File: src/rtl/wbuf_pkg.sv
package wbuf_pkg;
    localparam int ADDR_W = 32;
    localparam int DATA_W = 32;
    localparam int BE_W   = DATA_W / 8;

    typedef struct packed {
        logic [ADDR_W-1:0] addr;
        logic [DATA_W-1:0] data;
        logic [BE_W-1:0]   be;
    } wr_entry_t;

    typedef enum logic [1:0] {
        ACC_FIRST,
        ACC_SEQ,
        ACC_JUMP
    } acc_kind_e;
endpackage

File: src/rtl/wbuf_fifo.sv
module wbuf_fifo
    import wbuf_pkg::*;
#(
    parameter int DEPTH = 4
) (
    input  logic                    clk,
    input  logic                    rst_n,
    input  logic                    push_i,
    input  wr_entry_t               push_entry_i,
    input  logic                    pop_i,
    output wr_entry_t               head_o,
    output logic [$clog2(DEPTH+1)-1:0] count_o,
    output logic                    full_o,
    output logic                    empty_o
);
    localparam int PW = (DEPTH > 1) ? $clog2(DEPTH) : 1;
    localparam int CW = $clog2(DEPTH + 1);

    typedef struct packed {
        wr_entry_t [DEPTH-1:0] slot;
        logic [PW-1:0]         wr;
        logic [PW-1:0]         rd;
        logic [CW-1:0]         cnt;
    } fifo_st_t;

    fifo_st_t st_d, st_q;

    function automatic logic [PW-1:0] adv(input logic [PW-1:0] p);
        return (p == PW'(DEPTH - 1)) ? '0 : p + PW'(1);
    endfunction

    always_comb begin
        st_d = st_q;
        if (push_i) begin
            st_d.slot[st_q.wr] = push_entry_i;
            st_d.wr            = adv(st_q.wr);
        end
        if (pop_i) begin
            st_d.rd = adv(st_q.rd);
        end
        case ({push_i, pop_i})
            2'b10:   st_d.cnt = st_q.cnt + CW'(1);
            2'b01:   st_d.cnt = st_q.cnt - CW'(1);
            default: st_d.cnt = st_q.cnt;
        endcase
    end

    always_ff @(posedge clk) begin
        if (!rst_n) begin
            st_q <= '0;
        end else begin
            st_q <= st_d;
        end
    end

    assign head_o  = st_q.slot[st_q.rd];
    assign count_o = st_q.cnt;
    assign full_o  = (st_q.cnt == CW'(DEPTH));
    assign empty_o = (st_q.cnt == '0);

    // a push into a full queue only happens alongside a completion
    p_no_overflow_r3: assert property (@(posedge clk) disable iff (!rst_n)
        push_i |-> (st_q.cnt < CW'(DEPTH)) || pop_i);

    // the drain never pops a slot that holds nothing
    p_no_underflow_r1: assert property (@(posedge clk) disable iff (!rst_n)
        pop_i |-> (st_q.cnt != '0));
endmodule

File: src/rtl/wbuf_cost.sv
module wbuf_cost
    import wbuf_pkg::*;
#(
    parameter int PAGE_BITS  = 10,
    parameter int COST_FIRST = 3,
    parameter int COST_SEQ   = 2,
    parameter int COST_JUMP  = 7,
    parameter int CNT_W      = 3
) (
    input  logic                          chain_i,
    input  logic [ADDR_W-1:0]             addr_i,
    input  logic [ADDR_W-PAGE_BITS-1:0]   last_page_i,
    output logic [ADDR_W-PAGE_BITS-1:0]   page_o,
    output logic [CNT_W-1:0]              cycles_o
);
    acc_kind_e kind;

    always_comb begin
        page_o = addr_i[ADDR_W-1:PAGE_BITS];
        if (!chain_i) begin
            kind = ACC_FIRST;
        end else if (page_o == last_page_i) begin
            kind = ACC_SEQ;
        end else begin
            kind = ACC_JUMP;
        end
        case (kind)
            ACC_FIRST: cycles_o = CNT_W'(COST_FIRST);
            ACC_SEQ:   cycles_o = CNT_W'(COST_SEQ);
            default:   cycles_o = CNT_W'(COST_JUMP);
        endcase
    end
endmodule

File: src/rtl/wbuf_drain.sv
module wbuf_drain
    import wbuf_pkg::*;
#(
    parameter int PAGE_BITS  = 10,
    parameter int COST_FIRST = 3,
    parameter int COST_SEQ   = 2,
    parameter int COST_JUMP  = 7
) (
    input  logic              clk,
    input  logic              rst_n,
    input  logic              head_valid_i,
    input  wr_entry_t         head_i,
    input  logic              mem_ready_i,
    output logic              mem_valid_o,
    output logic [ADDR_W-1:0] mem_addr_o,
    output logic [DATA_W-1:0] mem_data_o,
    output logic [BE_W-1:0]   mem_be_o,
    output logic              pop_o
);
    localparam int MAX_A = (COST_FIRST > COST_SEQ) ? COST_FIRST : COST_SEQ;
    localparam int MAXC  = (MAX_A > COST_JUMP) ? MAX_A : COST_JUMP;
    localparam int CNT_W = $clog2(MAXC + 1);
    localparam int CW1   = CNT_W + 1;
    localparam int PG_W  = ADDR_W - PAGE_BITS;

    typedef struct packed {
        logic [CNT_W-1:0] elapsed;
        logic [CNT_W-1:0] cost;
        logic             chain;
        logic [PG_W-1:0]  last_page;
    } drain_st_t;

    drain_st_t st_d, st_q;

    logic [PG_W-1:0]  head_page;
    logic [CNT_W-1:0] start_cost;
    logic [CNT_W-1:0] cost_now;
    logic             start;
    logic             cost_met;

    wbuf_cost #(
        .PAGE_BITS (PAGE_BITS),
        .COST_FIRST(COST_FIRST),
        .COST_SEQ  (COST_SEQ),
        .COST_JUMP (COST_JUMP),
        .CNT_W     (CNT_W)
    ) i_cost (
        .chain_i    (st_q.chain),
        .addr_i     (head_i.addr),
        .last_page_i(st_q.last_page),
        .page_o     (head_page),
        .cycles_o   (start_cost)
    );

    always_comb begin
        st_d     = st_q;
        pop_o    = 1'b0;
        start    = (st_q.elapsed == '0);
        cost_now = start ? start_cost : st_q.cost;
        cost_met = (CW1'(st_q.elapsed) + CW1'(1)) >= CW1'(cost_now);
        if (head_valid_i) begin
            st_d.cost = cost_now;
            if (mem_ready_i && cost_met) begin
                pop_o          = 1'b1;
                st_d.elapsed   = '0;
                st_d.chain     = 1'b1;
                st_d.last_page = head_page;
            end else begin
                st_d.chain = 1'b0;
                if (st_q.elapsed != '1) begin
                    st_d.elapsed = st_q.elapsed + CNT_W'(1);
                end
            end
        end else begin
            st_d.chain   = 1'b0;
            st_d.elapsed = '0;
        end
    end

    always_ff @(posedge clk) begin
        if (!rst_n) begin
            st_q <= '0;
        end else begin
            st_q <= st_d;
        end
    end

    assign mem_valid_o = head_valid_i;
    assign mem_addr_o  = head_i.addr;
    assign mem_data_o  = head_i.data;
    assign mem_be_o    = head_i.be;

    // a write held back by the memory keeps its request unchanged
    p_hold_stable_r7: assert property (@(posedge clk) disable iff (!rst_n)
        (mem_valid_o && !mem_ready_i) |=>
            (mem_valid_o && $stable(mem_addr_o) && $stable(mem_data_o) && $stable(mem_be_o)));

    // a write starting on an idle port is never a single-cycle write
    p_first_min_r4: assert property (@(posedge clk) disable iff (!rst_n)
        $rose(mem_valid_o) |=> mem_valid_o);
endmodule

File: src/rtl/store_wbuf.sv
module store_wbuf
    import wbuf_pkg::*;
#(
    parameter int DEPTH      = 4,
    parameter int PAGE_BITS  = 10,
    parameter int COST_FIRST = 3,
    parameter int COST_SEQ   = 2,
    parameter int COST_JUMP  = 7
) (
    input  logic        clk,
    input  logic        rst_n,
    input  logic        st_valid,
    input  logic [31:0] st_addr,
    input  logic [31:0] st_data,
    input  logic [3:0]  st_be,
    output logic        st_stall,
    output logic        mem_valid,
    output logic [31:0] mem_addr,
    output logic [31:0] mem_data,
    output logic [3:0]  mem_be,
    input  logic        mem_ready,
    output logic        wb_empty
);
    localparam int CW = $clog2(DEPTH + 1);

    wr_entry_t      push_entry;
    wr_entry_t      head;
    logic           push;
    logic           pop;
    logic           full;
    logic           empty;
    logic [CW-1:0]  count;

    assign push_entry = '{addr: st_addr, data: st_data, be: st_be};
    assign st_stall   = full && !pop;
    assign push       = st_valid && !st_stall;
    assign wb_empty   = empty;

    wbuf_fifo #(
        .DEPTH(DEPTH)
    ) i_fifo (
        .clk         (clk),
        .rst_n       (rst_n),
        .push_i      (push),
        .push_entry_i(push_entry),
        .pop_i       (pop),
        .head_o      (head),
        .count_o     (count),
        .full_o      (full),
        .empty_o     (empty)
    );

    wbuf_drain #(
        .PAGE_BITS (PAGE_BITS),
        .COST_FIRST(COST_FIRST),
        .COST_SEQ  (COST_SEQ),
        .COST_JUMP (COST_JUMP)
    ) i_drain (
        .clk         (clk),
        .rst_n       (rst_n),
        .head_valid_i(!empty),
        .head_i      (head),
        .mem_ready_i (mem_ready),
        .mem_valid_o (mem_valid),
        .mem_addr_o  (mem_addr),
        .mem_data_o  (mem_data),
        .mem_be_o    (mem_be),
        .pop_o       (pop)
    );

    // an empty buffer presents no memory request
    p_empty_idle_r8: assert property (@(posedge clk) disable iff (!rst_n)
        wb_empty |-> !mem_valid);

    // stall is raised only with every slot occupied
    p_stall_full_r2: assert property (@(posedge clk) disable iff (!rst_n)
        st_stall |-> (count == CW'(DEPTH)));

    // an accepted store is counted in the next cycle unless one drained
    p_push_counted_r3: assert property (@(posedge clk) disable iff (!rst_n)
        (push && !pop) |=> (count == $past(count) + CW'(1)));
endmodule

File: config.mk
export PLATFORM = sky130hd
export DESIGN_NAME = store_wbuf
export DESIGN_NICKNAME = d
export VERILOG_FILES = /design/src/rtl/wbuf_pkg.sv /design/src/rtl/wbuf_fifo.sv /design/src/rtl/wbuf_cost.sv /design/src/rtl/wbuf_drain.sv /design/src/rtl/store_wbuf.sv
export SDC_FILE = /design/constraint.sdc
export NUM_CORES = 1
export LEC_CHECK = 0
export BUFFER_PORTS_ARGS = -buffer_cell sky130_fd_sc_hd__buf_2
export CAP_MARGIN = 20
export CORE_ASPECT_RATIO = 2
export CORE_MARGIN = 5
export CORE_UTILIZATION = 55
export CTS_BUF_LIST = sky130_fd_sc_hd__clkbuf_4 sky130_fd_sc_hd__clkbuf_8
export CTS_CLUSTER_SIZE = 25
export DETAILED_ROUTE_END_ITERATION = 12
export PLACE_DENSITY = 0.8
export SYNTH_ARGS = -nofsm -noshare
export SYNTH_HDL_FRONTEND = slang
export SYNTH_HIERARCHICAL = 1
export SYNTH_SLANG_ARGS = --single-unit
File: constraint.sdc
create_clock -name clk -period 5.4 [get_ports clk]
set_clock_uncertainty 0.1 [all_clocks]
set_input_delay 0.54 -clock clk [delete_from_list [all_inputs] [get_ports clk]]
set_output_delay 0.54 -clock clk [all_outputs]
set_load 0.02 [all_outputs]
==> impl_metrics.toml, run 1 <==
[outcome]
status = "finished clean"

[finish]
syn2layout_area_growth_pct = 7.122
utilization = 0.5970
fillers = 2283
nNetsFinal = 1673
ff_latch_area_um2 = 6173
multi_input_area_um2 = 6839
drive_gt1_frac = 0.2032

[clock_tree]
clk_latency_ns = 0.55
clk_pin_slew_ns = 0.07
cts_tree = "built"
cts_resized = 0
cts_buffers = 44
htreeDepth = 2
clock_path_buffers = 3
cts_num_sinks = 308
holdBufCountCts = 0
clockRootBuffer = "clkbuf_8"
cts_setup_buffers = 0

[timing]
worst_slack_ns = 0.3269
holdWs_ns = 0.1597
setup_viol = 0
rsz0062_at_grt = "false"
finalCriticalPeriod_ns = 5.073
worstMarginPinSlew_ns = 0.6641
fin_setup_tns_ns = 0
finalCritPeriodShare = 0.9395
slew_viol_final = 0
finalHoldViolCount = 0
fmax_ghz = 0.1971
slew_headroom = 0.5573

[power]
p_total_w = 0.005885
ir_worst_vdd_mv = 0.2582
comb_power_share = 0.254
sequentialPowerShare = 0.434
switching_share = 0.3170
power.density_nw_per_um2 = 382.8
switchingPower_w = 0.001865
p_clk_frac = 0.312
internal-power_w = 0.004020
p_leak_nw = 5.686

[placement]
dp_hpwl_mm = 22.04
port_buffers = 142
gp_congestion = 0.8093
dp_slack_ns = 0.3391

[logic_synthesis]
synth_area_um2 = 14350
synthCells = 1578
syn_area_per_cell_um2 = 9.095
synth_nets = 1663
yosysWarnings = 6

[floorplan]
fp.dieArea_um2 = 29620
ioPinCount = 143
dieHeight_um = 238.5
rows = 83
core_area_um2 = 25750
start_util = 0.5573
die_x_um = 124.2

[drt]
initialDrtViolationCount = 567
routed_wl_mm = 34.39
drc = 0
viasPerCell = 5.416
dr.pass1.iters = 9
via_count = 10630
avgRoutedWirePerCell_um = 17.53
postRouteAntennaNets = 0

[grt]
grt_pass1_vias = 10940
overflow = 0
grtUsageTotal = 0.2270
grt_max_degree = 189
grt_pass1_wl_mm = 55.12
antenna_found_initial = 9

[setup_path]
required_ns = 5.76
reg2reg_depth = 21
crit_type = "reg2reg"
timing.rr.end = "i_fifo/count_o[2]"
timing.critical_path.to = "i_fifo/count_o[2]"
r2r-start = "i_fifo/st_q[4]"
cp_slowest_stage_delay_ns = 0.58
cp.arrival_ns = 5.44
startpoint_type = "register"
crit_chain = "buf_4 -> mux4_2 -> xnor2_1 -> nand4_1 -> nor4_2 -> nand3_1 -> mux2_2 -> ha_1 -> nor3b_1 -> o21ai_2 -> nand3_4 -> inv_1 -> nor2b_4 -> nor2b_2 -> inv_1 -> ha_1 -> inv_1 -> fa_1 -> xor2_1 -> or3_1 -> a21boi_0"
cp-end-kind = "register"
startpoint = "i_fifo/st_q[4]"
critPathMostFrequentCell = "inv_1"
r2r_slack_ns = 0.33
cpMaxStageDelayCell = "mux4_2"
cp_max_fo = 13

[run]
cap_violations = 0

[worst_hold_path]
hp-class = "in2reg"
[layout make-up]
cell class,instances,share of cell area
antenna,8,0.001302
clock buffer,69,0.05526
clock inverter,3,0.001139
inverter,10,0.002441
multi-input combinational,1052,0.4448
sequential,308,0.4015
tap,340,0.02767
timing repair buffer,172,0.06584
[layer usage]
layer | track usage | wire [um] | vias up
met1 | 0.2359 | 12490 | 5109
met5 | 0 | 13 | -
li1 | - | - | 5141
met4 | 0.1250 | 1563 | 2
met3 | 0.03763 | 1738 | 83
met2 | 0.4289 | 18580 | 291
[per-stage QoR]
| stage | instances | cell area [um^2] |
|---|---|---|
| after floorplan | 1578 | 14350 |
| after global placement | 1881 | 14460 |
| after detailed placement | 1881 | 14460 |
| after CTS | 1953 | 15330 |
| after global routing | 1961 | 15370 |
| final | 1962 | 15370 |
[worst min-delay path by stage]
stage | start | endpoint | slack [ns] | depth (start not counted)
after global placement | i_fifo/st_q[195] | i_fifo/st_q[195] | 0.34 | 2
after floorplan | i_fifo/st_q[122] | i_fifo/st_q[122] | 0.33 | 2
final | st_addr[12] | i_fifo/st_q[191] | 0.16 | 3
after global routing | st_data[2] | i_fifo/st_q[13] | 0.15 | 3
after detailed placement | i_fifo/st_q[270] | i_fifo/st_q[270] | 0.34 | 2
after CTS | st_addr[12] | i_fifo/st_q[191] | 0.12 | 3
[critical path, delay by kind of cell (launching register included)]
| kind | cells | cell delay (ns) |
|---|---|---|
| AND/OR/NAND/NOR | 8 | 1.51 |
| multiplexers | 2 | 0.88 |
| adder cells (fa/ha/maj) | 3 | 0.82 |
| buffers and inverters | 4 | 0.56 |
| flip-flops | 1 | 0.44 |
| XOR/XNOR | 2 | 0.34 |
| AO/OA/AOI/OAI | 2 | 0.33 |
[power by group through the flow]
stage / Sequential (W) / Clock [W] / Combinational, W
floorplan: 0.00255 / 0 / 0.00130
global placement: 0.00259 / 0 / 0.00147
detailed placement: 0.00261 / 0 / 0.00150
CTS: 0.00256 / 0.00188 / 0.00150
global route: 0.00257 / 0.00199 / 0.00162
finish: 0.00256 / 0.00184 / 0.00149
[placed cells by master, fill, tap and decap left out, drive strengths merged, types with 2 or more instances in the layout]
cell type	n
nand2	598
dfxtp	308
a21boi	274
buf	172
clkbuf	69
mux4	68
mux2i	30
xnor2	24
ha	12
inv	10
nor2b	10
diode	8
and2	7
nand4	5
o21ai	4
nor2	3
clkinv	2
nor3b	2
a21oi	2
o211a	2
nand3	2
[state kept, by name, summed over array words and instances (netlist names)]
register        flops
i_drain/st_q       29
i_fifo/st_q       276
i_fifo/count_o      3
No activity file was read; power rests on OpenSTA's default activity.
==> inputs of run 2 (changes only) <==
--- a/config.mk
+++ b/config.mk
@@ -9,11 +9,11 @@
 export CAP_MARGIN = 20
 export CORE_ASPECT_RATIO = 2
 export CORE_MARGIN = 5
-export CORE_UTILIZATION = 55
+export CORE_UTILIZATION = 51
 export CTS_BUF_LIST = sky130_fd_sc_hd__clkbuf_4 sky130_fd_sc_hd__clkbuf_8
 export CTS_CLUSTER_SIZE = 25
 export DETAILED_ROUTE_END_ITERATION = 12
-export PLACE_DENSITY = 0.8
+export PLACE_DENSITY = 0.75
 export SYNTH_ARGS = -nofsm -noshare
 export SYNTH_HDL_FRONTEND = slang
 export SYNTH_HIERARCHICAL = 1
==> impl_metrics.toml, run 2 (synthesized netlist as in run 1, its figures left out) <==
[drt]
viasPerCell = 5.299
routed_wl_mm = 33.81
dr.pass1.iters = 5
drc = 0
postRouteAntennaNets = 0
initialDrtViolationCount = 630
via_count = 10460
avgRoutedWirePerCell_um = 17.13

[grt]
grtUsageTotal = 0.2110
use_met1 = 0.2672
grt_pass1_wl_mm = 54.25
grt_max_degree = 176
use_met3 = 0.03740
overflow = 0
top_usage_layer = "met2"
antenna_found_initial = 2
use_met2 = 0.3637
grt_pass1_vias = 10270

[placement]
placed_cell_area_um2 = 14480
gp_congestion = 0.7667
port_buffers = 142
dp_slack_ns = 0.4506
dp_hpwl_mm = 20.60

[clock_tree]
clk_pin_slew_ns = 0.07
cts_resized = 0
htreeDepth = 2
cts_setup_buffers = 0
holdBufCountCts = 0
cts_tree = "built"
cts_num_sinks = 308
cts_buffers = 45
clockRootBuffer = "clkbuf_8"
clock_path_buffers = 3
clk_latency_ns = 0.56

[setup_path]
r2r_slack_ns = 0.45
timing.rr.end = "i_fifo/count_o[2]"
required_ns = 5.79
path_buf_inv = 3
cp-end-kind = "register"
cp_slowest_stage_delay_ns = 0.65
r2r-start = "i_fifo/st_q[4]"
reg2reg_depth = 20
startpoint_type = "register"
critPathTopFamily = "simple AND/OR/NAND/NOR gates"
critPathMostFrequentCell = "inv_1"
crit_type = "reg2reg"
cp.arrival_ns = 5.34
cp_max_fo = 22
cpMaxStageDelayCell = "dfxtp_4"
crit_chain = "mux4_2 -> xnor2_1 -> nand4_1 -> nor4_2 -> nand3_1 -> mux2_2 -> ha_1 -> nor3b_1 -> o21ai_2 -> nand3_4 -> inv_1 -> nor2b_4 -> nor2b_2 -> inv_1 -> ha_1 -> inv_1 -> fa_1 -> xor2_1 -> or3_1 -> a21boi_0"

[finish]
largest_register_ffs = 276
final_cell_mix = "nand2_1 (594), dfxtp_1 (306), a21boi_0 (200)"
utilization = 0.5522
final_area_um2 = 15450
final_common_cell = "nand2_1"
syn2layout_area_growth_pct = 7.628
fillers = 2544
nNetsFinal = 1670
drive_gt1_frac = 0.2047
top_register = "i_fifo/st_q"

[power]
p_leak_nw = 5.717
comb_power_share = 0.243
internal-power_w = 0.004131
ir_worst_vdd_mv = 0.2196
p_clk_frac = 0.330
power.density_nw_per_um2 = 389.4
sequentialPowerShare = 0.427
switchingPower_w = 0.001884
switching_share = 0.3132

[timing]
finalCriticalPeriod_ns = 4.949
holdWs_ns = 0.1423
finalCritPeriodShare = 0.9165
fin_setup_tns_ns = 0
worstMarginPinSlew_ns = 0.9836
setup_viol = 0
worst_slack_ns = 0.4508
rsz0062_at_grt = "false"
fmax_ghz = 0.2021
slew_viol_final = 0
finalHoldViolCount = 0
slew_headroom = 0.3443

[worst_hold_path]
worstHoldEndpoint = "i_fifo/st_q[127]"
hp-class = "in2reg"
min_path_cells = 3
hp-start = "st_addr[16]"

[floorplan]
fp.dieArea_um2 = 31800
core_area_um2 = 27980
die_x_um = 128.6
ioPinCount = 143
rows = 87
start_util = 0.5130
dieHeight_um = 247.2

[outcome]
status = "finished clean"

[run]
cap_violations = 0
[run 2: worst min-delay path: cells and delay by family]
family                 cells  cell delay [ns]
AO/OA/AOI/OAI              1             0.05
AND/OR/NAND/NOR            1             0.05
buffers and inverters      1             0.12
[run 2: how the worst max path moves through the flow]
stage / from / endpoint / slack [ns] / depth (start not counted)
after floorplan: i_fifo/st_q[4] / i_fifo/count_o[2] / 0.42 / 24
after global placement: i_fifo/st_q[4] / i_fifo/count_o[2] / 0.56 / 20
after detailed placement: i_fifo/st_q[4] / i_fifo/count_o[2] / 0.45 / 20
after CTS: i_fifo/st_q[4] / i_fifo/count_o[2] / 0.44 / 20
after global routing: i_fifo/st_q[4] / i_fifo/count_o[2] / 0.06 / 20
final: i_fifo/st_q[4] / i_fifo/count_o[2] / 0.45 / 20
[run 2: per-stage QoR]
step | power (W) | std cells
CTS | 0.006080 | 1973
detailed placement | 0.004091 | 1894
global placement | 0.004066 | 1894
finish | 0.006015 | 1974
global route | 0.006306 | 1974
floorplan | 0.003843 | 1578
[run 2: metal layers]
layer | vias up | wire [um]
met2 | 249 | 17120
met5 | - | 11
met1 | 5021 | 14170
met4 | 2 | 794
li1 | 5134 | -
met3 | 54 | 1712
[run 2: power groups by stage]
stage / Combinational, W / Sequential [W] / Clock [W]
finish: 0.00146 / 0.00257 / 0.00199
global route: 0.00159 / 0.00259 / 0.00213
CTS: 0.00148 / 0.00257 / 0.00204
detailed placement: 0.00148 / 0.00262 / 0
global placement: 0.00146 / 0.00261 / 0
floorplan: 0.00130 / 0.00255 / 0
[run 2: layout make-up]
class                   count  area [um^2]  area share
diodes                      1        2.502   0.0001620
clock buffers              73        904.6     0.05856
clock inverters             6        57.56    0.003726
inverters                  10        37.54    0.002430
multi-input cells        1052         6839      0.4427
flip-flops and latches    308         6173      0.3996
well taps                 356        445.4     0.02884
repair buffers            168        987.2     0.06391
